[config.mk]
export PLATFORM = sky130hd
export DESIGN_NAME = rtc_tick_timer
export DESIGN_NICKNAME = d
export VERILOG_FILES = /design/src/rtl/rtc_tick_pkg.sv /design/src/rtl/rtc_tick_prescaler.sv /design/src/rtl/rtc_tick_counter.sv /design/src/rtl/rtc_tick_regs.sv /design/src/rtl/rtc_tick_timer.sv
export SDC_FILE = /design/constraint.sdc
export NUM_CORES = 1
export LEC_CHECK = 0
export BUFFER_PORTS_ARGS = -buffer_cell sky130_fd_sc_hd__buf_2
export CAP_MARGIN = 20
export CORE_ASPECT_RATIO = 1.5
export CORE_UTILIZATION = 50
export CTS_CLUSTER_SIZE = 16
export DETAILED_ROUTE_END_ITERATION = 7
export PLACE_DENSITY_LB_ADDON = 0.25
export SLEW_MARGIN = 20
export SYNTH_ARGS = -nofsm -noshare
export SYNTH_HDL_FRONTEND = slang
export SYNTH_HIERARCHICAL = 1
export SYNTH_SLANG_ARGS = --single-unit
[constraint.sdc]
create_clock -name clk -period 2.3 [get_ports clk]
set_input_delay 0 -clock clk [delete_from_list [all_inputs] [get_ports clk]]
set_output_delay 0 -clock clk [all_outputs]
set_load 0.005 [all_outputs]
[src/rtl/rtc_tick_pkg.sv]
// Package: shared register addresses and control field positions for the
// RTC tick timer. Assumes a two-bit word address space.
package rtc_tick_pkg;

    typedef enum logic [1:0] {
        REG_CTRL   = 2'd0,
        REG_RELOAD = 2'd1,
        REG_COUNT  = 2'd2,
        REG_STATUS = 2'd3
    } reg_addr_e;

    localparam int CTRL_EN_BIT   = 0;   // master enable
    localparam int CTRL_SEL_LSB  = 4;   // clock-select field low bit
    localparam int CTRL_TICK_BIT = 8;   // tick timer enable
    localparam int STAT_TICK_BIT = 0;   // tick pending flag
    localparam int RELOAD_FLOOR  = 2;   // reload values at or below this are refused

endpackage

[src/rtl/rtc_tick_prescaler.sv]
// Module: free-running prescaler. Counts strobe cycles in a PRE_W-bit
// counter and flags a decrement opportunity when the low sel_i bits are all
// ones on a strobe cycle. Assumes 2**SEL_W - 1 <= PRE_W.
module rtc_tick_prescaler #(
    parameter int PRE_W = 15,
    parameter int SEL_W = 4
) (
    input  logic             clk,
    input  logic             rst_n,
    input  logic             strobe_i,
    input  logic [SEL_W-1:0] sel_i,
    output logic             tick_o
);

    logic [PRE_W-1:0] pre_q;
    logic [PRE_W-1:0] sel_mask;

    // one mask bit per prescaler stage: set when the stage lies below sel_i
    for (genvar i = 0; i < PRE_W; i++) begin : g_mask
        assign sel_mask[i] = (int'(sel_i) > i);
    end

    // purpose: opportunity when every selected low bit is about to roll over
    assign tick_o = strobe_i && ((pre_q & sel_mask) == sel_mask);

    // purpose: advance the prescaler once per strobe
    always_ff @(posedge clk) begin
        if (!rst_n) begin
            pre_q <= '0;
        end else if (strobe_i) begin
            pre_q <= pre_q + 1'b1;
        end
    end

endmodule

[src/rtl/rtc_tick_counter.sv]
// Module: reloadable down-counter with a run flag. Loads on start, freezes
// on stop, and on each tick either decrements or, at one, reloads and
// reports an expiry. Assumes start and stop never coincide.
module rtc_tick_counter #(
    parameter int CNT_W = 32
) (
    input  logic             clk,
    input  logic             rst_n,
    input  logic             start_i,
    input  logic             stop_i,
    input  logic             tick_i,
    input  logic [CNT_W-1:0] reload_i,
    output logic [CNT_W-1:0] cnt_o,
    output logic             run_o,
    output logic             expire_o
);

    logic [CNT_W-1:0] cnt_q;
    logic             run_q;
    logic             at_last;

    assign at_last  = (cnt_q == CNT_W'(1));

    // purpose: an expiry happens only on a decrement that is actually taken
    assign expire_o = run_q && tick_i && at_last && !stop_i;

    // purpose: run flag and count update, control writes first
    always_ff @(posedge clk) begin
        if (!rst_n) begin
            run_q <= 1'b0;
            cnt_q <= '0;
        end else if (start_i) begin
            run_q <= 1'b1;
            cnt_q <= reload_i;
        end else if (stop_i) begin
            run_q <= 1'b0;
        end else if (run_q && tick_i) begin
            cnt_q <= at_last ? reload_i : (cnt_q - CNT_W'(1));
        end
    end

    assign cnt_o = cnt_q;
    assign run_o = run_q;

endmodule

[src/rtl/rtc_tick_regs.sv]
// Module: register file of the tick timer. Holds the control word, reload
// and status flag, decodes start/stop from control writes, and drives the
// combinational read mux. Assumes CNT_W <= DATA_W and DATA_W > 8.
module rtc_tick_regs
    import rtc_tick_pkg::*;
#(
    parameter int DATA_W = 32,
    parameter int CNT_W  = 32
) (
    input  logic              clk,
    input  logic              rst_n,
    input  logic              wr_en,
    input  logic [1:0]        wr_addr,
    input  logic [DATA_W-1:0] wr_data,
    input  logic [1:0]        rd_addr,
    input  logic              expire_i,
    input  logic [CNT_W-1:0]  cnt_i,
    output logic [DATA_W-1:0] rd_data,
    output logic [DATA_W-1:0] ctrl_o,
    output logic [CNT_W-1:0]  reload_o,
    output logic              stat_o,
    output logic              start_o,
    output logic              stop_o
);

    logic [DATA_W-1:0] ctrl_q;
    logic [CNT_W-1:0]  reload_q;
    logic              stat_q;
    logic              wr_ctrl, wr_reload, wr_status;
    logic              reload_ok;
    logic              clear_req;

    assign wr_ctrl   = wr_en && (wr_addr == REG_CTRL);
    assign wr_reload = wr_en && (wr_addr == REG_RELOAD);
    assign wr_status = wr_en && (wr_addr == REG_STATUS);
    assign reload_ok = (wr_data > DATA_W'(RELOAD_FLOOR));
    assign clear_req = wr_status && wr_data[STAT_TICK_BIT];

    // purpose: start only on a rising tick enable with master on and reload held
    assign start_o = wr_ctrl && wr_data[CTRL_EN_BIT] && wr_data[CTRL_TICK_BIT]
                     && !ctrl_q[CTRL_TICK_BIT] && (reload_q != '0);

    // purpose: stop on master falling, or tick enable falling under master
    assign stop_o  = wr_ctrl &&
                     ((ctrl_q[CTRL_EN_BIT] && !wr_data[CTRL_EN_BIT]) ||
                      (wr_data[CTRL_EN_BIT] && ctrl_q[CTRL_TICK_BIT] &&
                       !wr_data[CTRL_TICK_BIT]));

    // purpose: control word stored on every control write
    always_ff @(posedge clk) begin
        if (!rst_n) begin
            ctrl_q <= '0;
        end else if (wr_ctrl) begin
            ctrl_q <= wr_data;
        end
    end

    // purpose: reload stored only when above the floor
    always_ff @(posedge clk) begin
        if (!rst_n) begin
            reload_q <= '0;
        end else if (wr_reload && reload_ok) begin
            reload_q <= wr_data[CNT_W-1:0];
        end
    end

    // purpose: sticky tick flag, expiry wins over a same-cycle clear
    always_ff @(posedge clk) begin
        if (!rst_n) begin
            stat_q <= 1'b0;
        end else if (expire_i) begin
            stat_q <= 1'b1;
        end else if (clear_req) begin
            stat_q <= 1'b0;
        end
    end

    // purpose: combinational read mux, narrow fields zero-extended
    always_comb begin
        case (rd_addr)
            REG_CTRL:   rd_data = ctrl_q;
            REG_RELOAD: rd_data = DATA_W'(reload_q);
            REG_COUNT:  rd_data = DATA_W'(cnt_i);
            default:    rd_data = DATA_W'(stat_q);
        endcase
    end

    assign ctrl_o   = ctrl_q;
    assign reload_o = reload_q;
    assign stat_o   = stat_q;

endmodule

[src/rtl/rtc_tick_timer.sv]
// Module: top of the RTC periodic tick timer. Ties the register file, the
// strobe prescaler and the reloadable down-counter together. Assumes the
// 32768 Hz strobe is already synchronous to clk and one cycle wide.
module rtc_tick_timer
    import rtc_tick_pkg::*;
#(
    parameter int DATA_W = 32,
    parameter int CNT_W  = 32,
    parameter int PRE_W  = 15,
    parameter int SEL_W  = 4
) (
    input  logic              clk,
    input  logic              rst_n,
    input  logic              strobe_32k,
    input  logic              wr_en,
    input  logic [1:0]        wr_addr,
    input  logic [DATA_W-1:0] wr_data,
    input  logic [1:0]        rd_addr,
    output logic [DATA_W-1:0] rd_data,
    output logic              tick_irq
);

    logic [DATA_W-1:0] ctrl_q;
    logic [CNT_W-1:0]  reload_q;
    logic [CNT_W-1:0]  cnt_q;
    logic [SEL_W-1:0]  clk_sel;
    logic              stat_q;
    logic              start_pulse, stop_pulse;
    logic              tick, expire, run_q;

    assign clk_sel = ctrl_q[CTRL_SEL_LSB +: SEL_W];

    rtc_tick_regs #(
        .DATA_W (DATA_W),
        .CNT_W  (CNT_W)
    ) u_regs (
        .clk      (clk),
        .rst_n    (rst_n),
        .wr_en    (wr_en),
        .wr_addr  (wr_addr),
        .wr_data  (wr_data),
        .rd_addr  (rd_addr),
        .expire_i (expire),
        .cnt_i    (cnt_q),
        .rd_data  (rd_data),
        .ctrl_o   (ctrl_q),
        .reload_o (reload_q),
        .stat_o   (stat_q),
        .start_o  (start_pulse),
        .stop_o   (stop_pulse)
    );

    rtc_tick_prescaler #(
        .PRE_W (PRE_W),
        .SEL_W (SEL_W)
    ) u_pre (
        .clk      (clk),
        .rst_n    (rst_n),
        .strobe_i (strobe_32k),
        .sel_i    (clk_sel),
        .tick_o   (tick)
    );

    rtc_tick_counter #(
        .CNT_W (CNT_W)
    ) u_cnt (
        .clk      (clk),
        .rst_n    (rst_n),
        .start_i  (start_pulse),
        .stop_i   (stop_pulse),
        .tick_i   (tick),
        .reload_i (reload_q),
        .cnt_o    (cnt_q),
        .run_o    (run_q),
        .expire_o (expire)
    );

    assign tick_irq = stat_q;

endmodule

# Word level (Yosys, flattened, before mapping)
# Cells that the tools add are included.
# totals
ff_bits	113
input_bits	40
output_inout_bits	33
elab_cells	70
# op_classes
addsub	2
magnitude_cmp	16
eq_ne	7
n_mux	9
n_bitwise	1
n_reduce_logical	29
# ops
op	count
$mux 32	4
$pmux 32 s3	1
$eq 32x1->1 const B	1
$gt 32x2->1 const B	1
$reduce_bool 32->1	1
$sub 32x1->32 const B	1
$gt 4x4->1 const B	7
$logic_and 1x1->1	17
$gt 4x3->1 const B	4
$add 15x1->15 const B	1
$and 15x15->15	1
$eq 15x15->1	1
$gt 4x1->1 const B	2
$gt 4x2->1 const B	2
$reduce_bool 2->1	3
$eq 2x1->1 const B	2
$eq 2x2->1 const B	2
$logic_not 1->1	4
$logic_not 2->1	2
$mux 1	4
$ne 2x2->1 const B	1
$reduce_and 2->1	1
$logic_or 1x1->1	1

# Longest topological paths before layout
# logic_depth
word_depth	8
depth_mapped	11
ltp_nobuf	9

# Modules after synthesis
# Netlist, hierarchy kept.
# by_module_without_submodules
module	n_inst	cells_per_inst	area_each_um2	seq_area_each_um2
rtc_tick_regs	1	418	3364.5	1301.2
rtc_tick_counter	1	283	2247.2	660.6
rtc_tick_prescaler	1	100	855.8	300.3

# Worst setup path after synthesis
# OpenSTA, ideal clock, no wires.
# synth_path
path_type	register to register
startpoint	register u_regs.ctrl_q[6] (netlist: u_regs/ctrl_o[6])
endpoint	register u_cnt.cnt_q[22] (netlist: u_cnt/cnt_o[22])
setup_time_ns	0.132
t_arrival_ns	2.419
path_slack_ns	-0.252
stages_incl_launch_ff	12
n_path_buf	2
period_less_slack_ns	2.552
cell_sequence	dfxtp_1 inv_1 o311ai_0 a21oi_1 o2111a_1 and3b_1 clkbuf_1 nor2_1 clkbuf_1 nor4_1 o21ai_0 a31oi_1
# synth_via
elab_chain_cells	7
elab_cells_between_ends	21
# synth_rtl
item	line_no	rtl
start: declaration	rtc_tick_regs.sv:26	logic [DATA_W-1:0] ctrl_q;
start signal: assignment	rtc_tick_regs.sv:54	ctrl_q <= wr_data;
$gt 4x1->1, or another cell as far along	rtc_tick_prescaler.sv:20	assign sel_mask[i] = (int'(sel_i) > i);
$and 15x15->15	rtc_tick_prescaler.sv:24	assign tick_o = strobe_i && ((pre_q & sel_mask) == sel_mask);
$eq 15x15->1 *	rtc_tick_prescaler.sv:24	
$logic_and 1x1->1 *	rtc_tick_prescaler.sv:24	
via tick	rtc_tick_timer.sv:29	logic tick, expire, run_q;
$logic_and 1x1->1 *	rtc_tick_counter.sv:37	end else if (run_q && tick_i) begin
$reduce_bool 2->1 (no line) *	-	
$reduce_and 2->1 (no line) *	-	
end signal: assignment	rtc_tick_counter.sv:34	cnt_q <= reload_i;
end signal: assignment	rtc_tick_counter.sv:38	cnt_q <= at_last ? reload_i : (cnt_q - CNT_W'(1));
end: declaration	rtc_tick_counter.sv:18	logic [CNT_W-1:0] cnt_q;
# The timed path passes the listed nets; every way through them passes the cells marked *.
# A chain may end at the register's enable or synchronous reset.

# Final worst setup path
# layout_path
startpoint	register u_regs.ctrl_q[5] (netlist: u_regs/ctrl_o[5])
endpoint	register u_cnt.cnt_q[20] (netlist: u_cnt/cnt_o[20])
# Same word-level chain as after synthesis.

==> summary.txt <==
Route
  – WL met1: approximately 8800 microns
  – Initial DRC count: around 550
  – Top sig layer: met5
  – Routed met2 length: approximately 12000 microns
  – DRC: 0
  – WL per Instance: 20.5 microns
  – Via count: approximately 7300
  – Met3 wire len: 1780 microns
  – First-pass detailed-route iteration total: 5
  – Vias/cell: roughly 6.2
  – Antenna-violating nets left: 0
  – WL final: around 24000 microns

Logic synthesis
  – Post-synth top area cell: dfxtp_1
  – Sequential-to-total area share from yosys stat: 0.350
  – Synthesized instance count: approximately 800
  – Post-Syn Area: between 6000 and 7000 sq um
  – Post-synthesis cell type count: 66
  – Mean post-synth cell area: 8.07 sq um
  – Number of synthesized register bits: 113
  – Synth top area cells: dfxtp_1, mux2i_1, nand2_1, o21ai_0, a21boi_0
  – Count leader, synth: nand2_1
  – Share of synthesized registers carrying an async set or reset: 0
  – Syn_nets: 844
  – Top_reg_cell synth: dfxtp_1
  – Most frequent cells after synthesis: nand2_1, dfxtp_1, mux2i_1, o21ai_0, clkbuf_1
  – Synth warn: 6
  – Yosys top cell area share: 0.350
  – Post-synth EDFFs: 0

Critical path
  – Critical Setup Path Class: flip-flop to flip-flop
  – WP data arrival: approximately 2.8 ns
  – Startpoint Class: flip-flop
  – Worst Path Required: 2.64 ns
  – Crit end category: flip-flop
  – CP Max Fanout: 8

Cells and area
  – Area grow syn2layout: 42.6%
  – Net count, final: roughly 1100
  – Diode count: 0
  – Fillers: roughly 890
  – Reg area: 2270 sq um
  – Fraction of layout cells with a size suffix above 1: 0.305
  – Area of the multi-input gates: about 4200 sq um
  – Final Instance Area: around 9200 sq um

CTS
  – CTS tree: built
  – Worst-path clk slew: about 0.06 ns
  – Worst-Skew Late Latency: 0.42 ns
  – Htree depth: 4
  – Clock sink count: 113
  – CTS buffer count: 17
  – CTS max path bufs: 2
  – Root Buffer: clkbuf_16

Timing
  – Final WS setup: -0.142 ns
  – Fmax: between 0.4 and 0.5 GHz
  – Clk_skew: about 0.010 ns
  – Slew headroom: 0.686
  – Final-report hold violation count: 0
  – Pins Over Slew Limit: 0
  – RSZ-0062 raised after global routing: yes
  – Slew at the pin with the worst max-slew slack: around 0.47 ns
  – Min Tclk post-route: 2.44 ns
  – Worst hold slack: around 0.41 ns
  – Crit share post-route: 1.06
  – Setup Viol. Count Final: 20

Die
  – Row count: 50
  – Die Ht: roughly 140 microns
  – Die area: ~13000 sq um
  – Top-Level Pins: 73
  – Initial Util: 0.514
  – Die Wd: about 95 microns
  – Core Region: 12600 sq um

Placed design
  – Port bufs: ~70
  – Area of placed instances: approximately 7800 sq um
  – DP Wirelength: between 15000 and 20000 microns
  – Final GP Congestion: a little under 1

Global route
  – Vias in the first global route: slightly above 7000
  – Largest net degree at the start of global routing: 124
  – Remaining Overflow, GRT: 0
  – First-pass GRT wire length: 37300 microns
  – Initial antenna violation count: 1
  – Total track usage: 0.368

Pwr
  – Design Power: between 5000 and 6000 uW
  – P per Cell Area: around 630 nW/um^2
  – Max VDD drop: 0.000406 V
  – Leakage power: approximately 0.0039 uW

Outcome
  – Failing checks: setup timing
  – Run status: finished with violations

Job
  – Max-Cap Viols: 0

Hold path
  – Hold Crit Class: input pin to flip-flop
## report_power, final
| part | switching (uW) | internal (uW) | total (uW) |
|---|---|---|---|
| combinational | 569 | 472 | 1040 |
| sequential | 57.3 | 2020 | 2080 |
| clock | 1020 | 1720 | 2740 |
| total | 1650 | 4210 | 5850 |
## final timing paths
path                                         from           endpoint  slack, ns  depth (start not counted)
worst min register to register  u_regs/ctrl_o[26]  u_regs/ctrl_o[26]       0.47                          2
worst max-delay path             u_regs/ctrl_o[5]    u_cnt/cnt_o[20]      -0.14                         11
worst min-delay path                   wr_data[2]   u_regs/ctrl_o[2]       0.41                          4
worst max register to register   u_regs/ctrl_o[5]    u_cnt/cnt_o[20]      -0.14                         11
## worst max-delay path: stages (launching register included)
cell,delay (ns)
dfxtp_2,0.33
or3_1,0.38
a32oi_1,0.20
o2111a_1,0.27
and3b_2,0.24
nand3_2,0.09
buf_6,0.14
buf_4,0.14
nor3_4,0.12
buf_6,0.17
a21oi_1,0.10
o22ai_1,0.19
## area by class of cell
cell class | instances | area share
clock buffer | 18 | 0.0465
clock inverter | 14 | 0.0193
inverter | 14 | 0.00570
multi-input combinational | 623 | 0.458
sequential | 113 | 0.246
tap | 156 | 0.0212
timing repair buffer | 247 | 0.204
## placed cells by master (no fill, tap or decap), types with 7 or more instances in the layout
| cell | n |
|---|---|
| nand2_1 | 191 |
| buf_4 | 122 |
| dfxtp_1 | 109 |
| mux2i_1 | 75 |
| buf_2 | 71 |
| o21ai_0 | 44 |
| dlygate4sd3_1 | 37 |
| a21boi_0 | 33 |
| nor4_1 | 19 |
| a21oi_1 | 18 |
| clkbuf_16 | 17 |
| nor2_1 | 17 |
| nor3_1 | 17 |
| nor4_2 | 16 |
| inv_1 | 14 |
| nand4_1 | 14 |
| buf_6 | 11 |
| and2_1 | 11 |
| nand3_1 | 10 |
| a22o_1 | 10 |
| nand2b_1 | 7 |
| o21ai_1 | 7 |
## cells by family (layout without fill, tap and decap cells)
family,after synthesis,in the layout,synth area share
and+or+nand+nor,353,353,0.270
muxes,77,77,0.121
DFF,113,113,0.350
xor gates and xnor gates,11,11,0.0149
adders and majority gates,3,3,0.00580
buffers and inverters,65,293,0.0488
AOI/OAI and AO/OA,179,179,0.189
## stage by stage
| stage | std cells | worst slack [ns] | setup TNS, ns | utilization |
|---|---|---|---|---|
| finish | 1185 | -0.142 | -1.31 | 0.733 |
| global route | 1185 | -0.210 | -2.28 | 0.733 |
| CTS | 1178 | -0.0628 | -0.199 | 0.706 |
| detailed placement | 1105 | -0.121 | -1.10 | 0.619 |
| global placement | 1105 | -0.0934 | -0.549 | 0.619 |
| floorplan | 801 | 0.0185 | 0 | - |
## repair_timing
action	CTS	global route
resized for setup	26	56
cloned	0	0
hold buffers	37	0
endpoints found under the setup margin	27	30
pin swaps	5	27
buffers inserted	4	8
hold endpoints to repair	70	0
## per-layer routing
metal	up-vias	global-route usage
met4	2	0.273
li1	3336	-
met5	-	0
met1	3426	0.387
met2	422	0.620
met3	123	0.0954
## registers in the layout, indices dropped and copies added (netlist names)
| name | count |
|---|---|
| u_cnt/run_o | 1 |
| u_cnt/cnt_o | 32 |
| u_regs/reload_o | 32 |
| u_regs/stat_o | 1 |
| u_regs/ctrl_o | 32 |
| u_pre/pre_q | 15 |
Power figures use the tool's default switching activity.
